$ cat src/rtl/nyb_seq_pkg.sv
package nyb_seq_pkg;

  localparam int NYB_W    = 4;
  localparam int ADDR_NYB = 3;
  localparam int ADDR_W   = NYB_W * ADDR_NYB;
  localparam int OPND_MAX = 2 * ADDR_NYB;
  localparam int CNT_W    = $clog2(OPND_MAX + 1);

  typedef logic [NYB_W-1:0]  nyb_t;
  typedef logic [ADDR_W-1:0] addr_t;

  typedef enum logic [1:0] {
    CLS_MOVE = 2'b00,
    CLS_JUMP = 2'b01,
    CLS_JCLR = 2'b10,
    CLS_JSET = 2'b11
  } op_cls_e;

  typedef enum logic [1:0] {
    MV_MEM_MEM = 2'b00,
    MV_MEM_REG = 2'b01,
    MV_DAT_FU  = 2'b10,
    MV_FU_MEM  = 2'b11
  } mv_kind_e;

  typedef enum logic [2:0] {
    ST_FETCH,
    ST_OPCODE,
    ST_OPERAND,
    ST_EXEC,
    ST_COPY,
    ST_LOADREG
  } seq_state_e;

  // number of operand nybbles that follow an opcode
  function automatic logic [CNT_W-1:0] operand_count(input nyb_t op);
    logic [CNT_W-1:0] n;
    case (op[3:2])
      2'b00: begin
        case (op[1:0])
          2'b00:   n = CNT_W'(2 * ADDR_NYB);
          2'b01:   n = CNT_W'(ADDR_NYB + 1);
          2'b10:   n = CNT_W'(2);
          default: n = CNT_W'(ADDR_NYB + 1);
        endcase
      end
      2'b01:   n = CNT_W'(ADDR_NYB);
      default: n = CNT_W'(ADDR_NYB + 1);
    endcase
    return n;
  endfunction

  function automatic addr_t addr_step(input addr_t a);
    return a + addr_t'(1);
  endfunction

endpackage

$ cat src/rtl/nyb_mem_guard.sv
module nyb_mem_guard
  import nyb_seq_pkg::*;
#(
  parameter int CONST_TOP = 16
) (
  input  logic              clk,
  input  logic              rst_n,
  input  logic              rd_req,
  input  logic              wr_req,
  input  logic [ADDR_W-1:0] addr,
  input  logic [NYB_W-1:0]  ext_rdata,
  output logic [NYB_W-1:0]  rd_data,
  output logic              wr_ok
);

  localparam addr_t TOP_A = addr_t'(CONST_TOP);

  logic in_const;
  logic held_const;
  nyb_t held_low;

  assign in_const = (addr < TOP_A);

  // remember where the outstanding read pointed
  always_ff @(posedge clk or negedge rst_n) begin
    if (!rst_n) begin
      held_const <= 1'b0;
      held_low   <= '0;
    end else if (rd_req) begin
      held_const <= in_const;
      held_low   <= addr[NYB_W-1:0];
    end
  end

  assign rd_data = held_const ? held_low : ext_rdata;
  assign wr_ok   = wr_req && !in_const;

endmodule

$ cat src/rtl/nyb_opnd_buf.sv
module nyb_opnd_buf
  import nyb_seq_pkg::*;
#(
  parameter int DEPTH = OPND_MAX
) (
  input  logic                   clk,
  input  logic                   rst_n,
  input  logic                   clear,
  input  logic                   shift_en,
  input  logic [NYB_W-1:0]       din,
  output logic [DEPTH*NYB_W-1:0] bits,
  output logic [CNT_W-1:0]       count
);

  localparam int BW = DEPTH * NYB_W;

  always_ff @(posedge clk or negedge rst_n) begin
    if (!rst_n) begin
      bits  <= '0;
      count <= '0;
    end else if (clear) begin
      count <= '0;
    end else if (shift_en) begin
      bits  <= {bits[BW-NYB_W-1:0], din};
      count <= count + CNT_W'(1);
    end
  end

endmodule

$ cat src/rtl/nyb_cond_eval.sv
module nyb_cond_eval
  import nyb_seq_pkg::*;
(
  input  logic [1:0]       bit_sel,
  input  logic             want_set,
  input  logic [NYB_W-1:0] status,
  output logic             taken
);

  logic [NYB_W-1:0] match;

  for (genvar b = 0; b < NYB_W; b++) begin : g_match
    assign match[b] = (status[b] == want_set);
  end

  assign taken = match[bit_sel];

endmodule

$ cat src/rtl/nyb_seq_core.sv
module nyb_seq_core
  import nyb_seq_pkg::*;
#(
  parameter int START_PC  = 16,
  parameter int CONST_TOP = 16
) (
  input  logic              clk,
  input  logic              rst_n,
  output logic              mem_rd,
  output logic              mem_we,
  output logic [ADDR_W-1:0] mem_addr,
  output logic [NYB_W-1:0]  mem_wdata,
  input  logic [NYB_W-1:0]  mem_rdata,
  output logic              reg_we,
  output logic              reg_sel,
  output logic [NYB_W-1:0]  reg_wdata,
  output logic [NYB_W-1:0]  fu_addr,
  output logic              fu_cwe,
  output logic              fu_cdata,
  input  logic [NYB_W-1:0]  fu_data,
  input  logic [NYB_W-1:0]  fu_status
);

  localparam addr_t START_A = addr_t'(START_PC);
  localparam int    BUF_W   = OPND_MAX * NYB_W;

  seq_state_e state_q, state_d;
  addr_t      pc_q, pc_d;
  nyb_t       op_q, op_d;
  addr_t      dst_q, dst_d;
  nyb_t       rdst_q, rdst_d;

  logic [BUF_W-1:0] opnd;
  logic [CNT_W-1:0] opnd_cnt;
  logic             buf_clear, buf_shift;
  logic             rd_req, wr_req;
  addr_t            acc_addr;
  nyb_t             rd_nyb;
  logic             cond_hit;
  logic             last_opnd;

  // named events for the checker
  logic  exec_cycle;
  logic  jump_taken;
  addr_t jump_target;

  op_cls_e  cls;
  mv_kind_e kind;
  assign cls  = op_cls_e'(op_q[3:2]);
  assign kind = mv_kind_e'(op_q[1:0]);

  // operand fields, oldest nybble in the highest position
  addr_t m2m_src, tail_addr, m2r_src;
  nyb_t  m2r_dst, d2f_val, low_unit, hi_unit;
  assign m2m_src   = opnd[2*ADDR_W-1:ADDR_W];
  assign tail_addr = opnd[ADDR_W-1:0];
  assign m2r_src   = opnd[ADDR_W+NYB_W-1:NYB_W];
  assign m2r_dst   = opnd[NYB_W-1:0];
  assign d2f_val   = opnd[2*NYB_W-1:NYB_W];
  assign low_unit  = opnd[NYB_W-1:0];
  assign hi_unit   = opnd[ADDR_W+NYB_W-1:ADDR_W];

  nyb_mem_guard #(.CONST_TOP(CONST_TOP)) i_guard (
    .clk       (clk),
    .rst_n     (rst_n),
    .rd_req    (rd_req),
    .wr_req    (wr_req),
    .addr      (acc_addr),
    .ext_rdata (mem_rdata),
    .rd_data   (rd_nyb),
    .wr_ok     (mem_we)
  );

  nyb_opnd_buf #(.DEPTH(OPND_MAX)) i_opnd (
    .clk      (clk),
    .rst_n    (rst_n),
    .clear    (buf_clear),
    .shift_en (buf_shift),
    .din      (rd_nyb),
    .bits     (opnd),
    .count    (opnd_cnt)
  );

  nyb_cond_eval i_cond (
    .bit_sel  (op_q[1:0]),
    .want_set (op_q[2]),
    .status   (fu_status),
    .taken    (cond_hit)
  );

  assign mem_rd    = rd_req;
  assign mem_addr  = acc_addr;
  assign last_opnd = ((opnd_cnt + CNT_W'(1)) == operand_count(op_q));

  assign exec_cycle  = (state_q == ST_EXEC);
  assign jump_taken  = exec_cycle &&
                       ((cls == CLS_JUMP) ||
                        (((cls == CLS_JCLR) || (cls == CLS_JSET)) && cond_hit));
  assign jump_target = tail_addr;

  always_comb begin
    state_d   = state_q;
    pc_d      = pc_q;
    op_d      = op_q;
    dst_d     = dst_q;
    rdst_d    = rdst_q;
    rd_req    = 1'b0;
    wr_req    = 1'b0;
    acc_addr  = pc_q;
    mem_wdata = '0;
    reg_we    = 1'b0;
    reg_sel   = 1'b0;
    reg_wdata = '0;
    fu_addr   = '0;
    fu_cwe    = 1'b0;
    fu_cdata  = 1'b0;
    buf_clear = 1'b0;
    buf_shift = 1'b0;

    case (state_q)
      ST_FETCH: begin
        rd_req  = 1'b1;
        pc_d    = addr_step(pc_q);
        state_d = ST_OPCODE;
      end

      ST_OPCODE: begin
        op_d      = rd_nyb;
        buf_clear = 1'b1;
        rd_req    = 1'b1;
        pc_d      = addr_step(pc_q);
        state_d   = ST_OPERAND;
      end

      ST_OPERAND: begin
        buf_shift = 1'b1;
        if (last_opnd) begin
          state_d = ST_EXEC;
        end else begin
          rd_req = 1'b1;
          pc_d   = addr_step(pc_q);
        end
      end

      ST_EXEC: begin
        state_d = ST_FETCH;
        case (cls)
          CLS_MOVE: begin
            case (kind)
              MV_MEM_MEM: begin
                rd_req   = 1'b1;
                acc_addr = m2m_src;
                dst_d    = tail_addr;
                state_d  = ST_COPY;
              end
              MV_MEM_REG: begin
                rd_req   = 1'b1;
                acc_addr = m2r_src;
                rdst_d   = m2r_dst;
                state_d  = ST_LOADREG;
              end
              MV_DAT_FU: begin
                fu_addr  = low_unit;
                fu_cwe   = 1'b1;
                fu_cdata = d2f_val[0];
              end
              default: begin
                fu_addr   = hi_unit;
                wr_req    = 1'b1;
                acc_addr  = tail_addr;
                mem_wdata = fu_data;
              end
            endcase
          end
          CLS_JUMP: begin
            pc_d = jump_target;
          end
          default: begin
            fu_addr = hi_unit;
            if (jump_taken) pc_d = jump_target;
          end
        endcase
      end

      ST_COPY: begin
        wr_req    = 1'b1;
        acc_addr  = dst_q;
        mem_wdata = rd_nyb;
        state_d   = ST_FETCH;
      end

      ST_LOADREG: begin
        if (rdst_q[NYB_W-1:1] == '0) begin
          reg_we    = 1'b1;
          reg_sel   = rdst_q[0];
          reg_wdata = rd_nyb;
        end
        state_d = ST_FETCH;
      end

      default: state_d = ST_FETCH;
    endcase
  end

  always_ff @(posedge clk or negedge rst_n) begin
    if (!rst_n) begin
      state_q <= ST_FETCH;
      pc_q    <= START_A;
      op_q    <= '0;
      dst_q   <= '0;
      rdst_q  <= '0;
    end else begin
      state_q <= state_d;
      pc_q    <= pc_d;
      op_q    <= op_d;
      dst_q   <= dst_d;
      rdst_q  <= rdst_d;
    end
  end

endmodule

$ cat config.mk
export PLATFORM = sky130hd
export DESIGN_NAME = nyb_seq_core
export DESIGN_NICKNAME = d
export VERILOG_FILES = /design/src/rtl/nyb_seq_pkg.sv /design/src/rtl/nyb_mem_guard.sv /design/src/rtl/nyb_opnd_buf.sv /design/src/rtl/nyb_cond_eval.sv /design/src/rtl/nyb_seq_core.sv
export SDC_FILE = /design/constraint.sdc
export NUM_CORES = 1
export LEC_CHECK = 0
export BUFFER_PORTS_ARGS = -buffer_cell sky130_fd_sc_hd__buf_2
export CAP_MARGIN = 20
export CORE_ASPECT_RATIO = 0.6
export CORE_UTILIZATION = 35
export CTS_BUF_LIST = sky130_fd_sc_hd__clkbuf_2 sky130_fd_sc_hd__clkbuf_4 sky130_fd_sc_hd__clkbuf_8
export DETAILED_ROUTE_END_ITERATION = 8
export GPL_TIMING_DRIVEN = 0
export PLACE_DENSITY = 0.63
export SLEW_MARGIN = 20
export SYNTH_ARGS = -nofsm -noshare
export SYNTH_HDL_FRONTEND = slang
export SYNTH_SLANG_ARGS = --single-unit
$ cat constraint.sdc
create_clock -name clk -period 5.7 [get_ports clk]
set_input_delay 1.14 -clock clk [delete_from_list [all_inputs] [get_ports clk]]
set_output_delay 1.14 -clock clk [all_outputs]
set_load 0.01 [all_outputs]
# ---- Word-level counts from Yosys, hierarchy flattened
# Index checks and enable logic that the tools add are counted.
dict set report classes {
  muxes 45
  add_sub_neg 2
  n_eq_ne 19
  bitwise_logic 1
  magnitude_cmp 2
  reduce_logical 19
}
# op count
set op_table {}
lappend op_table {{case mux 12 bit (3 select lines)} 2}
lappend op_table {{case mux 12 bit (2 select lines)} 2}
lappend op_table {{two-way mux 12 bit} 3}
lappend op_table {{two-way mux 4 bit} 6}
lappend op_table {{case mux 4 bit (2 select lines)} 3}
lappend op_table {{two-way mux 1 bit} 18}
lappend op_table {{case mux 3 bit (2 select lines)} 3}
lappend op_table {{adder 12 x 1 -> 12 bit, second input constant} 1}
lappend op_table {{less-than comparator 12 x 5 -> 1 bit, second input constant} 1}
lappend op_table {{two-way mux 3 bit} 4}
lappend op_table {{case mux 3 bit (4 select lines)} 1}
lappend op_table {{== test 2 bit, second input constant} 3}
lappend op_table {{== test 3 x 2 -> 1 bit, second input constant} 2}
lappend op_table {{== test 3 bit, second input constant} 2}
lappend op_table {{zero test 3 bit} 2}
lappend op_table {{!= test 2 bit, second input constant} 3}
lappend op_table {{AND reduction 3 bit} 2}
lappend op_table {{== test 1 bit} 4}
lappend op_table {{== test 2 x 1 -> 1 bit, second input constant} 2}
lappend op_table {{zero test 2 bit} 2}
lappend op_table {{AND reduction 4 bit} 1}
lappend op_table {{OR reduction 2 bit} 2}
lappend op_table {{adder 3 x 1 -> 3 bit, second input constant} 1}
lappend op_table {{== test 3 x 1 -> 1 bit, second input constant} 1}
lappend op_table {{other kinds (14)} 17}
dict set report word_totals {
  regBits 67
  output_inout_bits 30
}

# ---- Logic depth before layout (Yosys ltp)
dict set report logic_depth {
  ltp_word 9
  mapped_depth 9
  depth_no_buf 6
}

# ---- Modules after synthesis
# Synthesis repeated with hierarchy kept, for this count alone.
dict set report unflattened {
  hier_cells 335
  area_unflattened_um2 3847.4
}
# module cells_each instances area_per_inst_um2 seq_area_each_um2
set modules_own_cells {}
lappend modules_own_cells {nyb_seq_core 252 1 2406.1 877.1}
lappend modules_own_cells {nyb_opnd_buf 63 1 1147.4 675.6}
lappend modules_own_cells {nyb_mem_guard 18 1 262.8 125.1}
lappend modules_own_cells {nyb_cond_eval 2 1 31.3 0.0}

# ---- Worst setup path after synthesis
# OpenSTA, ideal clock, no wires.
dict set report synth_path {
  path_kind {register to output}
  from {register op_q[0]}
  to {output mem_we}
  setup_slack_ns 1.996
  path_stages_with_launch 8
  n_path_buf 1
  arrival_time_ns 2.564
  path_cell_list {dfrtp_1 buf_6 mux4_2 and3_1 a221o_1 or4_1 or4_1 o21a_1}
}
dict set report synth_via {
  elab_chain_cells 7
  elab_cells_between_ends 13
  cone_classes {1 x order compare; 2 x eq/ne; 6 x mux; 4 x reduce/logical}
}
# element line_no
set synth_lines {}
lappend synth_lines {{start: declaration} nyb_seq_core.sv:29} ;# nyb_t op_q, op_d;
lappend synth_lines {{start signal: assignment} nyb_seq_core.sv:215} ;# op_q <= op_d;
lappend synth_lines {{== test 2 bit, or another cell as far along} nyb_seq_core.sv:149} ;# case (kind)
lappend synth_lines {{case mux 12 bit (3 select lines) *} nyb_seq_core.sv:149}
lappend synth_lines {{two-way mux 12 bit *} nyb_seq_core.sv:147} ;# case (cls)
lappend synth_lines {{case mux 12 bit (2 select lines) *} nyb_seq_core.sv:120} ;# case (state_q)
lappend synth_lines {{named net mem_addr[6]} nyb_seq_core.sv:11} ;# output logic [ADDR_W-1:0] mem_addr,
lappend synth_lines {{less-than comparator 12 x 5 -> 1 bit *} nyb_mem_guard.sv:22} ;# assign in_const = (addr < TOP_A);
lappend synth_lines {{zero test 1 bit *} nyb_mem_guard.sv:36} ;# assign wr_ok = wr_req && !in_const;
lappend synth_lines {{logical AND 1 bit *} nyb_mem_guard.sv:36}
lappend synth_lines {{end: declaration} nyb_seq_core.sv:10} ;# output logic mem_we,
# Mark *: on every way through the listed nets, which the timed path passes. The rest lies on a longest branch.

# ---- Worst setup path after layout
dict set report layout_path {
  from {register op_q[3]}
  to {output mem_we}
}
dict set report layout_via {
  elab_chain_cells 6
  elab_cells_between_ends 8
  cone_classes {1 x order compare; 4 x mux; 3 x reduce/logical}
}
# element line_no
set layout_lines {}
lappend layout_lines {{zero test 2 bit *} nyb_seq_core.sv:147}
lappend layout_lines {{two-way mux 12 bit} nyb_seq_core.sv:147}
lappend layout_lines {{case mux 12 bit (2 select lines)} nyb_seq_core.sv:120}
lappend layout_lines {{less-than comparator 12 x 5 -> 1 bit} nyb_mem_guard.sv:22}
lappend layout_lines {{zero test 1 bit} nyb_mem_guard.sv:36}
lappend layout_lines {{logical AND 1 bit *} nyb_mem_guard.sv:36}
# Every way passes the cells marked *; elsewhere a longest branch is shown, timed or not.

==> results.md <==
* Status: finished clean
* Root Buffer Master: clkbuf_8
* Tcrit/Tclk final at 86.86%
* Total CTS buffers at 9
* Yosys top cell by area: dfrtp_1
* Vias per cell at 5.868
* Layout area overhead at 16.78%
* Synthesized area at 3847 sq um
* Most frequent cells in the layout: 66 x dfrtp_1, 43 x buf_2, 42 x mux2_2, 30 x nor2_1, 30 x nand2_1
* CTS tree: built
* Register area share after synthesis at 43.61%
* CP bufs+invs at 2
* Clock latency on the worst-skew pair at 360 ps
* Drt total wl at 11790 microns
* Placement Rows at 29
* Drt initial violations at 397
* Gate count of the mapped netlist at 378
* Clk sink count at 67
* Post-synth EDFFs at 0
* Synthesized flop and latch total at 67
* Crit end category: output pin
* Die Area at 11430 sq um
* Final setup fails at 0
* CP peak stage delay at 600 ps
* Vias in the first global route at 3112
* Die H at 83.22 microns
* Critical Path AT at 3810 ps
* Via count at 3386
* Sum Neg Setup Slack at 0 ps
* CP max-delay cell: or4_1
* Largest cells by area after synthesis: dfrtp_1 43%, mux2_2 12%, mux4_2 4.7%, nand2_1 2.9%, nor2_1 2.9%
* Iteration count of the initial detailed-routing pass at 5
* Slew Viols, Final at 0
* Layout cells sized above 1 at 26.26%
* Req. time, crit path at 4560 ps
* PD cells at 631.9 nW/um^2
* Peak VDD IR at 0.0002269 V
* Final Critical Period at 4951 ps
* Clk pin slew, worst setup/hold paths at 80 ps
* Input/output buffers at 43
* Grt total ovfl at 0
* H-Tree Depth at 3
* Antenna violations before repair at 0
* GRT Total Usage at 21.64%
* Leakage at 1.865 nW
* # diodes at 0
* Global-route wire length before repair at 18190 microns
* Setup CP Type: flop to output pin
* Main synth FF type: dfrtp_1
* Post-DP HPWL at 8640 microns
* GPL Wtd Cong at 0.9385
* Chip Width at 137.4 microns
* Slew @ Worst Pin at 801.0 ps
* Setup Fix Bufs, Post-CTS at 0
* Hold Path Class: flop to flop
* Family with the most delay on the worst path: simple AND/OR/NAND/NOR gates
* Core Region at 10630 sq um
* Filler cells at 1014
* Number of distinct library cells after synthesis at 53
* Final net count at 449
* Synth warnings at 0
* Area after DPL at 4267 sq um
* Avg Inst Size Synth at 10.18 sq um
* Cts hold-fix bufs at 0
* Antenna-violating nets left at 0
* DR DRC count at 0
* Max-cap violations at 0
* I/O pin cnt at 44
* Crit path max fanout at 10
* Initial Util at 36.19%
* Clk_skew at 9.547 ps
* Total power at 2.839 mW
* Fin. Hold Viols at 0
* Largest net degree at the start of global routing at 44
* Post_cts resized at 0
* Worst setup SP type: flop
* Max-slew headroom at 46.60%
* Unrepaired setup endpoints after global routing: false
* Most common cell after layout, fill and taps aside: dfrtp_1
* Clock buffer depth at 2
* Fmax at 0.2020 GHz
* Asr flop ratio synth at 100.0%
* Fin area at 4493 sq um
* Syn Nets at 394
* Wire per inst at 20.43 microns
* Worst-path cell chain: buf_2 -> nor2_1 -> a21oi_1 -> a221o_1 -> or4_1 -> or4_1 -> o21a_1 -> buf_2
* Top cell type's share of synthesized area at 42.93%
-- synth_stat cells (8+ instances only) --
master / number
dfrtp_1: 66
mux2_2: 42
nand2_1: 30
nor2_1: 30
clkbuf_1: 25
o21ai_0: 20
a21oi_1: 18
nor3_1: 12
a22oi_1: 10
a2bb2oi_1: 10
mux2i_1: 8
mux4_2: 8
-- worst register-to-register path, delay by kind of cell, from the launching register on --
kind	cells	cell delay (ps)
AOI/OAI and AO/OA	2	820
buffers and inverters	1	190
DFF	1	370
muxes	1	160
and+or+nand+nor	3	1770
-- cells by family (layout without fill, tap and decap cells) --
group	count (synthesis)	count (layout)	share of synthesized area [%]
multiplexers	62	62	20.23
flip-flops	67	67	43.61
adder cells (fa/ha/maj)	2	2	0.6503
AO/OA/AOI/OAI	92	92	15.97
buffers and inverters	34	94	3.545
AND/OR/NAND/NOR	118	118	15.32
XOR/XNOR	3	3	0.6831
-- final cells by class --
cell class | count | area (sq um) | share of cell area [%]
repair buffers | 44 | 245.2 | 5.458
clock inverters | 6 | 88.84 | 1.977
clock buffers | 10 | 137.6 | 3.063
plain buffers | 29 | 117.6 | 2.618
inverters | 5 | 18.77 | 0.4177
well taps | 139 | 173.9 | 3.871
flip-flops and latches | 67 | 1678 | 37.34
multi-input cells | 277 | 2033 | 45.25
-- routing by layer --
layer | global-route usage, % | up-vias | share of wire, %
li1 | - | 1499 | -
met1 | 34.36 | 1665 | 48
met4 | 4.795 | 0 | 1.1
met3 | 7.387 | 15 | 11
met5 | 0 | - | 0
met2 | 27.27 | 207 | 40
-- per-stage QoR --
stage / utilization, % / setup WS [ps] / cells / hold slack, ps
finish: 42.26 / 749.2 / 577 / 496.0
global route: 42.26 / 663.7 / 577 / 511.4
CTS: 42.26 / 883.3 / 577 / 496.0
detailed placement: 40.13 / 1284 / 561 / 478.5
global placement: 39.85 / 1311 / 560 / 467.9
floorplan: - / 1996 / 378 / 458.0
-- sequential cells by signal, indices dropped and copies added (netlist names) --
register,flops
i_guard.held_const,1
i_guard.held_low,4
op_q,4
dst_q,12
i_opnd.bits,24
pc_q,12
state_q,3
rdst_q,4
i_opnd.count,3
-- where the power goes --
| part | leakage [nW] | switching (mW) | internal, mW |
|---|---|---|---|
| Combinational | 0.979 | 0.753 | 0.664 |
| Clock | 0.108 | 0.192 | 0.258 |
| Sequential | 0.778 | 0.269 | 0.703 |
| Total | 1.86 | 1.21 | 1.63 |
-- final timing paths --
check,slack [ps],cells after the start,to,start
min in group asynchronous,690,1,i_opnd.bits[14],rst_n
min,500,1,dst_q[1],dst_q[1]
max in group asynchronous,4420,2,pc_q[4],rst_n
max,750,8,mem_we,op_q[3]
min reg2reg,500,1,dst_q[1],dst_q[1]
max reg2reg,2310,7,i_guard.held_const,op_q[3]
Power figures use the tool's default switching activity.
